## config.mk

```make
export PLATFORM = sky130hd
export DESIGN_NAME = acc_rref_unit
export DESIGN_NICKNAME = d
export VERILOG_FILES = /design/src/rtl/acc_rref_pkg.sv /design/src/rtl/acc_rref_ctrl.sv /design/src/rtl/acc_rref_dp.sv /design/src/rtl/acc_rref_unit.sv
export SDC_FILE = /design/constraint.sdc
export NUM_CORES = 1
export LEC_CHECK = 0
export BUFFER_PORTS_ARGS = -buffer_cell sky130_fd_sc_hd__buf_2
export CAP_MARGIN = 20
export CORE_MARGIN = 5
export CORE_UTILIZATION = 52
export DETAILED_ROUTE_END_ITERATION = 10
export PLACE_DENSITY_LB_ADDON = 0.12
export SLEW_MARGIN = 20
export SYNTH_ARGS = -nofsm -noshare
export SYNTH_HDL_FRONTEND = slang
export SYNTH_SLANG_ARGS = --single-unit
```

## constraint.sdc

```tcl
create_clock -name clk -period 3.42 [get_ports clk]
set_input_delay 0.171 -clock clk [delete_from_list [all_inputs] [get_ports clk]]
set_output_delay 0.171 -clock clk [all_outputs]
set_load 0.1 [all_outputs]
```

## src/rtl/acc_rref_pkg.sv

```systemverilog
package acc_rref_pkg;

  // Strobes passed from the decode control to the datapath.
  typedef struct packed {
    logic fire;   // qualifying register-reference cycle
    logic clrAc;
    logic clrE;
    logic cmpAc;
    logic shrAc;
    logic incAc;
  } rrStrobe_t;

endpackage

```

## src/rtl/acc_rref_ctrl.sv

```systemverilog
module acc_rref_ctrl
  import acc_rref_pkg::*;
#(
  parameter int DATA_W     = 16,
  parameter int CLR_AC_BIT = 11,
  parameter int CLR_E_BIT  = 10,
  parameter int CMP_AC_BIT = 9,
  parameter int SHR_AC_BIT = 7,
  parameter int INC_AC_BIT = 5
) (
  input  logic              stepT3,
  input  logic [DATA_W-1:0] instr,
  output rrStrobe_t         strobes
);

  localparam int IND_BIT = DATA_W - 1;
  localparam int OPC_HI  = DATA_W - 2;
  localparam int OPC_LO  = DATA_W - 4;

  logic isRegRef;

  // The opcode field must be all ones and the indirect bit clear.
  always_comb begin
    isRegRef = stepT3 && (&instr[OPC_HI:OPC_LO]) && !instr[IND_BIT];
    strobes.fire  = isRegRef;
    strobes.clrAc = isRegRef && instr[CLR_AC_BIT];
    strobes.clrE  = isRegRef && instr[CLR_E_BIT];
    strobes.cmpAc = isRegRef && instr[CMP_AC_BIT];
    strobes.shrAc = isRegRef && instr[SHR_AC_BIT];
    strobes.incAc = isRegRef && instr[INC_AC_BIT];
  end

  // no operation strobe is raised outside a qualifying T3 cycle.
  always_comb begin
    p_strobe_gate_r2: assert (strobes.fire ||
      !(strobes.clrAc || strobes.clrE || strobes.cmpAc || strobes.shrAc || strobes.incAc))
      else $error("operation strobe raised without a qualifying cycle");
  end

endmodule

```

## src/rtl/acc_rref_dp.sv

```systemverilog
module acc_rref_dp
  import acc_rref_pkg::*;
#(
  parameter int DATA_W = 16
) (
  input  logic              clk,
  input  logic              rstN,
  input  rrStrobe_t         strobes,
  input  logic [DATA_W-1:0] acIn,
  input  logic              eIn,
  output logic [DATA_W-1:0] acOut,
  output logic              eOut,
  output logic              acLoad,
  output logic              eLoad,
  output logic              seqClr
);

  logic [DATA_W-1:0] acNext;
  logic              eNext;
  logic              acWrite;
  logic              eWrite;

  // The operations are applied in a fixed chain: clear AC, clear E,
  // complement, rotate through E, then increment.
  always_comb begin
    acNext = acIn;
    eNext  = eIn;
    if (strobes.clrAc) acNext = '0;
    if (strobes.clrE)  eNext  = 1'b0;
    if (strobes.cmpAc) acNext = ~acNext;
    if (strobes.shrAc) {acNext, eNext} = {eNext, acNext};
    if (strobes.incAc) acNext = acNext + DATA_W'(1);
    acWrite = strobes.clrAc || strobes.cmpAc || strobes.shrAc || strobes.incAc;
    eWrite  = strobes.clrE || strobes.shrAc;
  end

  always_ff @(posedge clk) begin
    if (!rstN) begin
      acOut  <= '0;
      eOut   <= 1'b0;
      acLoad <= 1'b0;
      eLoad  <= 1'b0;
      seqClr <= 1'b0;
    end else if (strobes.fire) begin
      acOut  <= acNext;
      eOut   <= eNext;
      acLoad <= acWrite;
      eLoad  <= eWrite;
      seqClr <= 1'b1;
    end else begin
      acLoad <= 1'b0;
      eLoad  <= 1'b0;
      seqClr <= 1'b0;
    end
  end

  // the outputs hold across cycles that do not qualify.
  p_hold_r2: assert property (@(posedge clk) disable iff (!rstN)
    !strobes.fire |=> ($stable(acOut) && $stable(eOut) && !seqClr))
    else $error("outputs changed on a cycle that did not qualify");

  // a write strobe is never raised without the counter clear.
  p_load_with_clr_r11: assert property (@(posedge clk) disable iff (!rstN)
    (acLoad || eLoad) |-> seqClr)
    else $error("write strobe without seqClr");

endmodule

```

## src/rtl/acc_rref_unit.sv

```systemverilog
module acc_rref_unit
  import acc_rref_pkg::*;
#(
  parameter int DATA_W = 16
) (
  input  logic              clk,
  input  logic              rstN,
  input  logic              stepT3,
  input  logic [DATA_W-1:0] instr,
  input  logic [DATA_W-1:0] acIn,
  input  logic              eIn,
  output logic [DATA_W-1:0] acOut,
  output logic              eOut,
  output logic              acLoad,
  output logic              eLoad,
  output logic              seqClr
);

  rrStrobe_t strobes;

  acc_rref_ctrl #(.DATA_W(DATA_W)) u_ctrl (
    .stepT3 (stepT3),
    .instr  (instr),
    .strobes(strobes)
  );

  acc_rref_dp #(.DATA_W(DATA_W)) u_dp (
    .clk    (clk),
    .rstN   (rstN),
    .strobes(strobes),
    .acIn   (acIn),
    .eIn    (eIn),
    .acOut  (acOut),
    .eOut   (eOut),
    .acLoad (acLoad),
    .eLoad  (eLoad),
    .seqClr (seqClr)
  );

  // seqClr follows a qualifying T3 word by exactly one cycle.
  p_seqclr_timing_r3: assert property (@(posedge clk) disable iff (!rstN)
    (stepT3 && instr[DATA_W-2:DATA_W-4] == 3'b111 && !instr[DATA_W-1]) |=> seqClr)
    else $error("seqClr missing after qualifying word");

  // the clear-AC word yields zero with E untouched.
  p_clear_ac_r4: assert property (@(posedge clk) disable iff (!rstN)
    (stepT3 && instr == DATA_W'(16'h7800)) |=> (acOut == '0 && eOut == $past(eIn) && acLoad && !eLoad))
    else $error("clear-AC result wrong");

  // the complement word inverts AC.
  p_cmp_ac_r5: assert property (@(posedge clk) disable iff (!rstN)
    (stepT3 && instr == DATA_W'(16'h7200)) |=> (acOut == ~$past(acIn)))
    else $error("complement result wrong");

  // the rotate word moves E into the top bit and bit 0 into E.
  p_rotate_r7: assert property (@(posedge clk) disable iff (!rstN)
    (stepT3 && instr == DATA_W'(16'h7080)) |=>
      (acOut == {$past(eIn), $past(acIn[DATA_W-1:1])} && eOut == $past(acIn[0])))
    else $error("rotate result wrong");

  // the increment word adds one modulo 2^DATA_W.
  p_inc_r8: assert property (@(posedge clk) disable iff (!rstN)
    (stepT3 && instr == DATA_W'(16'h7020)) |=> (acOut == $past(acIn) + DATA_W'(1)))
    else $error("increment result wrong");

endmodule

```

==> flow_summary.json <==
{
  "yosysWarnings": 0,
  "hp-class": "in2reg",
  "postRouteWirelength_um": 4980,
  "placed_area_um2": 2210,
  "dp_slack_ps": 296,
  "clock_power_share_pct": 28.4,
  "diodes": 0,
  "viasPerCell": 5.90,
  "cp.required_ps": 3560,
  "drc": 0,
  "p_sw_mw": 0.198,
  "postSynthCellCount": 263,
  "multiInputGateArea_um2": 1420,
  "worst_setup_path_start_kind": "input pin",
  "slew_headroom_pct": 55.1,
  "synth_edf_count": 0,
  "crit_type": "in2reg",
  "synthFlopType": "dfxtp_1",
  "cap_viol_max_count": 0,
  "p_int_mw": 0.403,
  "register_area_um2": 400,
  "clock_latency_ps": 250,
  "synth-seq-area-share_pct": 20.7,
  "drt_iter0_markers": 107,
  "clockRootBuffer": "clkbuf_8",
  "worstMarginPinSlew_ps": 673,
  "overflow": 0,
  "hold_ws_ps": 148,
  "leakage_nw": 0.908,
  "ir_drop_uv": 105,
  "grt_pass1_wl_um": 8260,
  "async_flop_share_pct": 0,
  "drive_above_1_share_pct": 23.8,
  "rows": 22,
  "n_fill_cell": 379,
  "fin_nets": 341,
  "die_w_um": 71.0,
  "port_buffers": 48,
  "fin_skew_ps": 0,
  "combPwrFrac_pct": 31.8,
  "final_core_util_pct": 62.3,
  "io_pins": 56,
  "status": "finished clean",
  "coreArea_um2": 3630,
  "ys_seq_elements": 20,
  "rsz0062_at_grt": "false",
  "fin_tns_setup_ps": 0,
  "hold_buffers": 0,
  "worst_ep_arrival_time_ps": 2990,
  "syn_nets": 300,
  "slew_violations": 0,
  "seq_power_share_pct": 39.8,
  "cts_resized": 0,
  "place_hpwl_um": 3880,
  "grt.total_usage_pct": 19.4,
  "initial_core_util_pct": 53.3,
  "setup_viol": 0,
  "period_share_pct": 83.4,
  "cts_tree": "built",
  "swShare_pct": 32.9,
  "p_per_area_nw_per_um2": 266,
  "hold_viol": 0,
  "drtAntennaViolNets": 0,
  "end_kind": "flip-flop",
  "yosys.cell_types.count": 54,
  "syn2layout_area_growth_pct": 16.9,
  "syn-cell-area_um2": 1940,
  "cts.sinks": 20,
  "gp_congestion": 0.902,
  "timing.fmax_mhz": 350,
  "min_period_ps": 2850,
  "vias": 2072,
  "dr.pass1.iters": 4,
  "cts.htree.levels": 1,
  "fin_area_um2": 2260,
  "clkSlewWorstSetupHoldPaths_ps": 70,
  "worst-path-max-fanout": 15,
  "numCtsBuffers": 3,
  "die_h_um": 71.0,
  "wl_per_cell_um": 14.2,
  "grt_start_max_net_pins": 38,
  "grt_pass1_vias": 1802,
  "avgSynthCellArea_um2": 7.36,
  "post_cts_buffers": 0,
  "antenna_found_initial": 0,
  "setup_ws_ps": 567,
  "dieArea_um2": 5040,
  "clockBufferDepth": 2
}
[flip-flops by register name, summed over array words and instances (netlist names)]
signal / cells
u_dp.acOut: 16
u_dp.acLoad: 1
u_dp.eLoad: 1
u_dp.eOut: 1
u_dp.seqClr: 1
[per-layer routing]
metal	part of all wire (%)	GRT usage [%]
met1	49	27.8
met2	45	31.0
met3	5.4	1.99
met4	1.0	4.80
met5	0	0
[cell families (layout without fill, tap and decap cells)]
logic type	Yosys count	count (layout)	synth area share (%)
muxes	6	6	3.10
and+or+nand+nor	106	106	31.2
adders and majority gates	1	1	0.646
buffers and inverters	27	67	5.88
AOI/OAI and AO/OA	87	87	31.2
DFF	20	20	20.7
xor gates and xnor gates	16	16	7.24
[final timing paths]
| check | startpoint | endpoint | slack (ps) | cells past startpoint |
|---|---|---|---|---|
| min | instr[10] | u_dp.eLoad$_SDFF_PN0_ | 150 | 3 |
| min reg2reg | u_dp.acOut[15]$_SDFFE_PN0N_ | u_dp.acOut[15]$_SDFFE_PN0N_ | 460 | 2 |
| max reg2reg | u_dp.acOut[14]$_SDFFE_PN0N_ | u_dp.acOut[14]$_SDFFE_PN0N_ | 2550 | 2 |
| max | instr[15] | u_dp.acOut[8]$_SDFFE_PN0N_ | 570 | 13 |
[Yosys cell counts, types with 3 or more instances]
cell / n / area share [%]
a211oi_1: 14 / 5.4
a21oi_1: 26 / 6.7
and3_1: 3 / 0.97
and3b_1: 7 / 3.2
buf_1: 5 / 0.97
buf_2: 4 / 1.0
clkbuf_1: 9 / 1.7
dfxtp_1: 20 / 21
inv_1: 5 / 0.97
inv_2: 3 / 0.58
mux2i_1: 6 / 3.1
nand2_1: 16 / 3.1
nand2b_1: 10 / 3.2
nand3_1: 3 / 0.78
nand3b_1: 9 / 3.5
nor2_1: 30 / 5.8
nor2b_1: 7 / 2.3
nor3_1: 6 / 1.6
nor4_1: 3 / 0.97
o211ai_1: 6 / 2.3
o21ai_0: 11 / 2.8
o221ai_1: 6 / 2.7
o31a_1: 5 / 2.3
xnor2_1: 11 / 5.0
xor2_1: 5 / 2.3
[per-stage QoR]
| step | instances | total power, mW |
|---|---|---|
| floorplan | 263 | 0.382 |
| global placement | 347 | 0.432 |
| detailed placement | 347 | 0.434 |
| CTS | 351 | 0.605 |
| global route | 351 | 0.631 |
| finish | 351 | 0.601 |
[layout make-up]
class	count	area share, %
multi-input combinational	216	62.9
sequential	20	17.7
timing repair buffer	55	12.9
tap	48	2.65
clock buffer	4	2.43
inverter	8	1.33
[worst max-delay path, stage by stage]
cell      delay, ps
buf_2           170
nand3b_1        260
nor4_1          370
a21oi_1         200
xnor2_1         260
ha_1            190
nand2_1          70
a211o_1         320
a311oi_2        330
inv_2            60
or3_1           360
xnor2_1         150
a21oi_1          80
[power by group through the flow]
stage                     Clock (mW)  Sequential (mW)  Combinational, mW
final                          0.171            0.239              0.191
after floorplan                    0            0.277              0.105
after detailed placement           0            0.244              0.189
after global routing           0.184            0.240              0.207
after global placement             0            0.244              0.188
after CTS                      0.176            0.239              0.190
[layout by cell type, fill, tap and decap left out, drive strengths merged, types with 2 or more instances in the layout]
| cell type | n |
|---|---|
| a211oi | 16 |
| a21oi | 26 |
| a311oi | 2 |
| and3 | 3 |
| and3b | 7 |
| and4 | 2 |
| buf | 55 |
| clkbuf | 4 |
| dfxtp | 20 |
| inv | 8 |
| mux2i | 6 |
| nand2 | 16 |
| nand2b | 10 |
| nand3 | 3 |
| nand3b | 9 |
| nor2 | 30 |
| nor2b | 7 |
| nor3 | 7 |
| nor4 | 3 |
| o211ai | 6 |
| o21ai | 13 |
| o221ai | 7 |
| o2bb2ai | 2 |
| o31a | 5 |
| or3 | 2 |
| xnor2 | 11 |
| xor2 | 5 |
Power figures use the tool's default switching activity.
